==> config.mk <==
export PLATFORM = sky130hd
export DESIGN_NAME = sigdet_status_router
export DESIGN_NICKNAME = d
export VERILOG_FILES = /design/src/rtl/sigdet_pkg.sv /design/src/rtl/sigdet_period_timer.sv /design/src/rtl/sigdet_peak_counter.sv /design/src/rtl/sigdet_power_meter.sv /design/src/rtl/sigdet_pin_router.sv /design/src/rtl/sigdet_status_router.sv
export SDC_FILE = /design/constraint.sdc
export NUM_CORES = 2
export LEC_CHECK = 0
export BUFFER_PORTS_ARGS = -buffer_cell sky130_fd_sc_hd__buf_2
export CELL_PAD_IN_SITES_DETAIL_PLACEMENT = 1
export CELL_PAD_IN_SITES_GLOBAL_PLACEMENT = 1
export CORE_MARGIN = 10
export CORE_UTILIZATION = 54
export CTS_CLUSTER_SIZE = 24
export DETAILED_ROUTE_END_ITERATION = 6
export PLACE_DENSITY_LB_ADDON = 0.1
export SYNTH_ARGS = -nofsm -noshare
export SYNTH_HDL_FRONTEND = slang
export SYNTH_SLANG_ARGS = --single-unit
==> constraint.sdc <==
create_clock -name clk -period 20.5 [get_ports clk]
set_input_delay 1.025 -clock clk [delete_from_list [all_inputs] [get_ports clk]]
set_output_delay 1.025 -clock clk [all_outputs]
set_load 0.005 [all_outputs]
==> src/rtl/sigdet_pkg.sv <==
package sigdet_pkg;

    localparam int PIN_PAIRS  = 8;
    localparam int PAIR_SEL_W = 4;
    localparam int PIN_W      = 2 * PIN_PAIRS;

    typedef enum logic {
        MODE_PEAK     = 1'b0,
        MODE_PEAK_PWR = 1'b1
    } det_mode_e;

    typedef struct packed {
        logic pwr_hi;
        logic pwr_lo;
        logic b_hi;
        logic b_lo;
        logic a_hi;
        logic a_lo;
    } det_flags_t;

    // Assemble the exported 4-bit word for the chosen mode.
    function automatic logic [3:0] pick_status(det_mode_e m, det_flags_t f);
        logic [3:0] w;
        case (m)
            MODE_PEAK: w = {f.b_hi, f.a_hi, f.b_lo, f.a_lo};
            default:   w = {f.b_hi, f.b_lo, f.pwr_hi, f.pwr_lo};
        endcase
        return w;
    endfunction

    // True when a selector code names a real pin pair.
    function automatic logic pair_code_live(logic [PAIR_SEL_W-1:0] code);
        return (code != '0) && (code <= PAIR_SEL_W'(PIN_PAIRS));
    endfunction

endpackage

==> src/rtl/sigdet_period_timer.sv <==
module sigdet_period_timer #(
    parameter int PER_W = 16
) (
    input  logic             clk,
    input  logic             rst,
    input  logic [PER_W-1:0] period_len,
    output logic [PER_W-1:0] pos,
    output logic             last
);
    logic [PER_W:0] pos_inc;

    assign pos_inc = {1'b0, pos} + {{PER_W{1'b0}}, 1'b1};
    // A length of 0 behaves as 1: every sample closes a period.
    assign last    = (pos_inc >= {1'b0, period_len});

    always_ff @(posedge clk) begin
        if (rst) begin
            pos <= '0;
        end else if (last) begin
            pos <= '0;
        end else begin
            pos <= pos_inc[PER_W-1:0];
        end
    end
endmodule

==> src/rtl/sigdet_peak_counter.sv <==
module sigdet_peak_counter #(
    parameter int SMP_W = 12,
    parameter int CNT_W = 8
) (
    input  logic             clk,
    input  logic             rst,
    input  logic [SMP_W-1:0] samp,
    input  logic [SMP_W-1:0] thr_hi,
    input  logic [SMP_W-1:0] thr_lo,
    input  logic [CNT_W-1:0] lim_hi,
    input  logic [CNT_W-1:0] lim_lo,
    input  logic             last,
    output logic             flag_hi,
    output logic             flag_lo
);
    localparam logic [CNT_W-1:0] CNT_MAX = '1;
    localparam logic [CNT_W-1:0] CNT_ONE = CNT_W'(1);

    logic [SMP_W-1:0]      mag;
    logic [1:0][SMP_W-1:0] thr;
    logic [1:0][CNT_W-1:0] lim;
    logic [1:0]            flag;

    // Two's complement negation in SMP_W bits yields the unsigned magnitude,
    // including the most negative code.
    assign mag = samp[SMP_W-1] ? ((~samp) + {{(SMP_W-1){1'b0}}, 1'b1}) : samp;
    assign thr = {thr_hi, thr_lo};
    assign lim = {lim_hi, lim_lo};

    for (genvar g = 0; g < 2; g++) begin : g_level
        logic             hit;
        logic [CNT_W-1:0] cnt_q;
        logic [CNT_W-1:0] cnt_nx;
        logic             flag_q;

        assign hit    = (mag > thr[g]);
        assign cnt_nx = (hit && (cnt_q != CNT_MAX)) ? cnt_q + CNT_ONE : cnt_q;

        always_ff @(posedge clk) begin
            if (rst) begin
                cnt_q  <= '0;
                flag_q <= 1'b0;
            end else if (last) begin
                cnt_q  <= '0;
                flag_q <= (cnt_nx >= lim[g]);
            end else begin
                cnt_q  <= cnt_nx;
            end
        end

        assign flag[g] = flag_q;
    end

    assign flag_hi = flag[1];
    assign flag_lo = flag[0];
endmodule

==> src/rtl/sigdet_power_meter.sv <==
module sigdet_power_meter #(
    parameter int SMP_W = 12,
    parameter int PER_W = 16
) (
    input  logic                    clk,
    input  logic                    rst,
    input  logic signed [SMP_W-1:0] samp,
    input  logic [2*SMP_W-1:0]      thr_lo,
    input  logic [2*SMP_W-1:0]      thr_hi,
    input  logic [PER_W-1:0]        pos,
    input  logic                    last,
    output logic                    flag_lo,
    output logic                    flag_hi
);
    localparam int SQ_W  = 2 * SMP_W;
    localparam int ACC_W = SQ_W + PER_W;

    logic signed [SQ_W-1:0]   sq_s;
    logic [ACC_W-1:0]         acc_q;
    logic [ACC_W-1:0]         total;
    logic [PER_W:0]           n_smp;
    logic [1:0][SQ_W-1:0]     thr;
    logic [1:0]               flag;

    assign sq_s  = SQ_W'(samp) * SQ_W'(samp);
    assign total = acc_q + ACC_W'($unsigned(sq_s));
    assign n_smp = {1'b0, pos} + {{PER_W{1'b0}}, 1'b1};
    assign thr   = {thr_hi, thr_lo};

    always_ff @(posedge clk) begin
        if (rst) begin
            acc_q <= '0;
        end else if (last) begin
            acc_q <= '0;
        end else begin
            acc_q <= total;
        end
    end

    // Mean > level is evaluated as sum > level * N, avoiding a divider.
    for (genvar g = 0; g < 2; g++) begin : g_level
        logic [ACC_W:0] bound;
        logic           flag_q;

        assign bound = (ACC_W + 1)'(thr[g]) * (ACC_W + 1)'(n_smp);

        always_ff @(posedge clk) begin
            if (rst) begin
                flag_q <= 1'b0;
            end else if (last) begin
                flag_q <= ({1'b0, total} > bound);
            end
        end

        assign flag[g] = flag_q;
    end

    assign flag_hi = flag[1];
    assign flag_lo = flag[0];
endmodule

==> src/rtl/sigdet_pin_router.sv <==
module sigdet_pin_router #(
    parameter int PAIRS = 8,
    parameter int SEL_W = 4
) (
    input  logic [3:0]         status,
    input  logic [SEL_W-1:0]   sel0,
    input  logic [SEL_W-1:0]   sel1,
    output logic [2*PAIRS-1:0] pins
);
    for (genvar k = 0; k < PAIRS; k++) begin : g_pair
        // Pair 0 wins when both selectors name this slot.
        assign pins[2*k +: 2] = (sel0 == SEL_W'(k + 1)) ? status[1:0] :
                                (sel1 == SEL_W'(k + 1)) ? status[3:2] : 2'b00;
    end
endmodule

==> src/rtl/sigdet_status_router.sv <==
module sigdet_status_router
    import sigdet_pkg::*;
#(
    parameter int SMP_W = 12,
    parameter int CNT_W = 8,
    parameter int PER_W = 16
) (
    input  logic                    clk,
    input  logic                    rst,
    input  logic                    mode,
    input  logic [PER_W-1:0]        period_len,
    input  logic signed [SMP_W-1:0] samp_a,
    input  logic signed [SMP_W-1:0] samp_b,
    input  logic [SMP_W-1:0]        a_hi_thr,
    input  logic [SMP_W-1:0]        a_lo_thr,
    input  logic [CNT_W-1:0]        a_hi_lim,
    input  logic [CNT_W-1:0]        a_lo_lim,
    input  logic [SMP_W-1:0]        b_hi_thr,
    input  logic [SMP_W-1:0]        b_lo_thr,
    input  logic [CNT_W-1:0]        b_hi_lim,
    input  logic [CNT_W-1:0]        b_lo_lim,
    input  logic [2*SMP_W-1:0]      pwr_lo_thr,
    input  logic [2*SMP_W-1:0]      pwr_hi_thr,
    input  logic [PAIR_SEL_W-1:0]   sel_pair0,
    input  logic [PAIR_SEL_W-1:0]   sel_pair1,
    output logic [3:0]              status,
    output logic [PIN_W-1:0]        pins
);
    localparam int NPATH = 2;

    logic [PER_W-1:0]             period_pos;
    logic                         period_last;
    det_flags_t                   flags;
    logic [NPATH-1:0][SMP_W-1:0]  p_samp;
    logic [NPATH-1:0][SMP_W-1:0]  p_thr_hi;
    logic [NPATH-1:0][SMP_W-1:0]  p_thr_lo;
    logic [NPATH-1:0][CNT_W-1:0]  p_lim_hi;
    logic [NPATH-1:0][CNT_W-1:0]  p_lim_lo;
    logic [NPATH-1:0]             p_hi;
    logic [NPATH-1:0]             p_lo;
    logic                         pw_lo;
    logic                         pw_hi;

    assign p_samp   = {samp_b, samp_a};
    assign p_thr_hi = {b_hi_thr, a_hi_thr};
    assign p_thr_lo = {b_lo_thr, a_lo_thr};
    assign p_lim_hi = {b_hi_lim, a_hi_lim};
    assign p_lim_lo = {b_lo_lim, a_lo_lim};

    sigdet_period_timer #(.PER_W(PER_W)) u_timer (
        .clk        (clk),
        .rst        (rst),
        .period_len (period_len),
        .pos        (period_pos),
        .last       (period_last)
    );

    for (genvar p = 0; p < NPATH; p++) begin : g_path
        sigdet_peak_counter #(.SMP_W(SMP_W), .CNT_W(CNT_W)) u_peak (
            .clk     (clk),
            .rst     (rst),
            .samp    (p_samp[p]),
            .thr_hi  (p_thr_hi[p]),
            .thr_lo  (p_thr_lo[p]),
            .lim_hi  (p_lim_hi[p]),
            .lim_lo  (p_lim_lo[p]),
            .last    (period_last),
            .flag_hi (p_hi[p]),
            .flag_lo (p_lo[p])
        );
    end

    sigdet_power_meter #(.SMP_W(SMP_W), .PER_W(PER_W)) u_power (
        .clk     (clk),
        .rst     (rst),
        .samp    (samp_a),
        .thr_lo  (pwr_lo_thr),
        .thr_hi  (pwr_hi_thr),
        .pos     (period_pos),
        .last    (period_last),
        .flag_lo (pw_lo),
        .flag_hi (pw_hi)
    );

    always_comb begin
        flags.a_lo   = p_lo[0];
        flags.a_hi   = p_hi[0];
        flags.b_lo   = p_lo[1];
        flags.b_hi   = p_hi[1];
        flags.pwr_lo = pw_lo;
        flags.pwr_hi = pw_hi;
        status       = pick_status(det_mode_e'(mode), flags);
    end

    sigdet_pin_router #(.PAIRS(PIN_PAIRS), .SEL_W(PAIR_SEL_W)) u_router (
        .status (status),
        .sel0   (sel_pair0),
        .sel1   (sel_pair1),
        .pins   (pins)
    );
endmodule

==> results.txt <==
Crit. End Element: flip-flop
Commonest cells after routing, fill and taps aside: 1,152 x inv_1, 780 x fa_1, 694 x nand2_1, 487 x ha_1, 266 x and2_1
Reg2reg setup slack: 9710 ps
Syn Std Cell Area: 40,500 um2
Post-synth top flop: dfxtp_1
Final Net Count: 6,311
Vias: 32,600
Peak supply drop: 286 uV
Final instance area: 42,800 um2
Pleak: 23.3 nW
RePlAce Congestion: 0.904
Final Hold Viols: 0
Fin. max-slew vios: 0
Number of synthesized register bits: 94
Async S/R FF share, synth: 0%
WL per Instance: 21.2 um
CTS Sinks: 94
Post-route antenna net violation count: 0
Post-Syn Area per Cell: 8.43 um2
Hold-fix buffers, CTS: 0
Most used cell, CP: fa_1
Post-route DRC: 0
EDFF count, synth: 0
Req. time, crit path: 20,810 ps
Vias in the first global route: 37,600
Total grt overflow: 0
Area delta synth->final: 5.72%
Via/cell ratio: 5.58
Reg-to-Reg End: u_power.flag_hi$_SDFFE_PP0P_
Worst-path fanout max: 51
Die area: 86,400 um2
Syn. warnings: 0
IO Count: 199
Worst Max-Slew Pin Slew: 1040 ps
FILL cells: 9,081
Setup Fix Bufs, Post-CTS: 0
Post-CTS Resized: 0
Setup Skew: 17.8 ps
CTS Buffer Depth: 2
Startpoint types: flip-flop
Reg-to-reg startpoint: u_timer.pos[0]$_SDFF_PP0_
CP endpoint: u_power.flag_hi$_SDFFE_PP0P_
Area after DPL: 42,500 um2
Final Core Density: 57.5%
Worst setup startpoint: u_timer.pos[0]$_SDFF_PP0_
Fraction of layout cells with a size suffix above 1: 6.14%
Seq/Total Area, Yosys: 4.65%
Slowest Stage Delay on Critical Path: 630 ps
CTS tree: done
Commonest non-fill, non-tap cell in the layout: inv_1
Largest net degree at the start of global routing: 55
Crit share post-route: 52.6%
GRT Overall Usage: 29.5%
Initial core utilization: 54.4%
Mapped Cells: 4,806
Status: finished clean
Die W: 294 um
Place WS: 9800 ps
Clock root buffer: clkbuf_16
Max-cap violation count: 0
DP HPWL: 100,000 um
Syn_nets: 6,253
Die Ht: 294 um
Number of distinct library cells after synthesis: 84
P per Cell Area: 128 nW/um2
First-pass GRT wire length: 202,000 um
Core box area: 74,400 um2
Final worst setup slack: 9710 ps
Initial antenna violation count: 5
TritonRoute pass-1 iters: 5
Final setup viols: 0
TritonCTS buffer count: 9
Setup tns final: 0 ps
Worst-path clk slew: 80 ps
Post-layout minimum cycle time: 10,790 ps
Worst-Skew Late Latency: 370 ps
Hold crit path type: flip-flop to flip-flop
Initial DRC count: 1,631
RSZ-0062 raised after global routing: no
Slew margin rel.: 30.5%
Maximum clock rate: 92.7 MHz
Row cnt: 100
Worst path arrival time: 11,100 ps
Final cell count without fillers: 5,844
H-tree levels: 3
Dpl cells: 5,822
FF-to-FF path depth: 39
IO Port Bufs: 198
Routed WL: 124,000 um
WS Path Type: flip-flop to flip-flop
CP max stage cell: buf_4
==> cells by family after synthesis <==
kind of cell | after synthesis | synth area share, %
AND/OR/NAND/NOR | 1431 | 17.0
AO/OA/AOI/OAI | 463 | 7.58
XOR/XNOR | 206 | 4.47
buffers and inverters | 1333 | 12.4
adder cells (fa/ha/maj) | 1273 | 53.8
flip-flops | 94 | 4.65
multiplexers | 6 | 0.148
==> synthesized netlist by cell type (4+ instances only) <==
cell type / number / area [um2]
a21o_1: 84 / 631
clkbuf_1: 169 / 634
nand2b_1: 74 / 463
o221a_2: 4 / 45.0
o221ai_1: 6 / 52.6
a221oi_1: 6 / 52.6
o31a_1: 4 / 35.0
o21ai_1: 7 / 35.0
or2_2: 12 / 75.1
or4_1: 4 / 30.0
buf_1: 9 / 33.8
o21ai_0: 82 / 410
nor4_1: 6 / 37.5
a31o_2: 4 / 35.0
o21bai_1: 17 / 128
fa_1: 780 / 15600
and4_1: 5 / 43.8
or3_1: 10 / 62.6
nand4_1: 48 / 300
o21a_1: 22 / 165
and2_1: 266 / 1660
xnor2_1: 126 / 1100
o2111ai_1: 5 / 43.8
and3_1: 71 / 444
a31oi_1: 12 / 75.1
inv_1: 1152 / 4320
nor2b_1: 38 / 238
a211oi_1: 13 / 97.6
o22ai_1: 13 / 81.3
xor2_1: 79 / 692
nor3_1: 25 / 125
dfxtp_1: 94 / 1880
a21oi_1: 121 / 606
mux2i_1: 6 / 60.1
a211o_1: 5 / 43.8
nand3_1: 47 / 235
o211ai_1: 12 / 90.1
nand2_1: 694 / 2610
o31ai_1: 5 / 37.5
ha_1: 488 / 6110
a21boi_0: 4 / 30.0
maj3_1: 5 / 50.1
o41ai_1: 6 / 52.6
nor2_1: 114 / 428
==> worst max-delay path: cells and delay by family, from the launching register on <==
kind / cells / cell delay, ps
AO/OA/AOI/OAI: 8 / 1900
XOR/XNOR: 2 / 480
adder cells (fa/ha/maj): 10 / 4330
buffers and inverters: 7 / 1390
flip-flops: 1 / 340
AND/OR/NAND/NOR: 12 / 2250
==> power by group <==
part | switching, W | internal [W] | leakage (nW)
Sequential | 0.0000103 | 0.000220 | 0.765
Clock | 0.0000828 | 0.000120 | 0.172
Combinational | 0.00305 | 0.00200 | 22.4
==> worst min path at each step <==
stage	from	end	cells after the start
CTS	g_path[0].u_peak.flag_lo$_SDFFE_PP0P_	g_path[0].u_peak.flag_lo$_SDFFE_PP0P_	1
global placement	g_path[0].u_peak.flag_lo$_SDFFE_PP0P_	g_path[0].u_peak.flag_lo$_SDFFE_PP0P_	1
floorplan	u_power.flag_lo$_SDFFE_PP0P_	u_power.flag_lo$_SDFFE_PP0P_	2
finish	g_path[0].u_peak.flag_hi$_SDFFE_PP0P_	g_path[0].u_peak.flag_hi$_SDFFE_PP0P_	1
detailed placement	g_path[0].u_peak.flag_lo$_SDFFE_PP0P_	g_path[0].u_peak.flag_lo$_SDFFE_PP0P_	1
global route	g_path[0].u_peak.flag_lo$_SDFFE_PP0P_	g_path[0].u_peak.flag_lo$_SDFFE_PP0P_	1
==> final cells by class <==
type,instances,area [um2],share of cell area (%)
multi-input cells,3379,33800,79.0
inverters,1154,4330,10.1
flip-flops and latches,94,1880,4.40
well taps,969,1210,2.83
repair buffers,226,1200,2.81
clock buffers,9,225,0.526
clock inverters,7,120,0.281
diodes,6,15.0,0.0351
==> flip-flops by register name, summed over array words and instances (netlist names) <==
signal                       cells
g_path.u_peak.flag_lo            2
u_power.flag_hi                  1
u_timer.pos                     16
g_path.u_peak.g_level.cnt_q     32
g_path.u_peak.flag_hi            2
u_power.acc_q                   40
u_power.flag_lo                  1
==> layer usage <==
metal / GRT usage [%] / part of all wire, % / vias up
met5: 0 / 0 / -
met4: 9.59 / 3.1 / 0
met3: 3.68 / 5.0 / 235
met2: 52.8 / 51 / 858
met1: 36.4 / 40 / 16800
li1: - / - / 14700
==> metrics by stage <==
stage,total power (W),hold WS [ps]
floorplan,0.00372,466
global placement,0.00497,533
detailed placement,0.00516,526
CTS,0.00543,554
global route,0.00605,580
finish,0.00548,559
(Power assumes the default switching activity.)
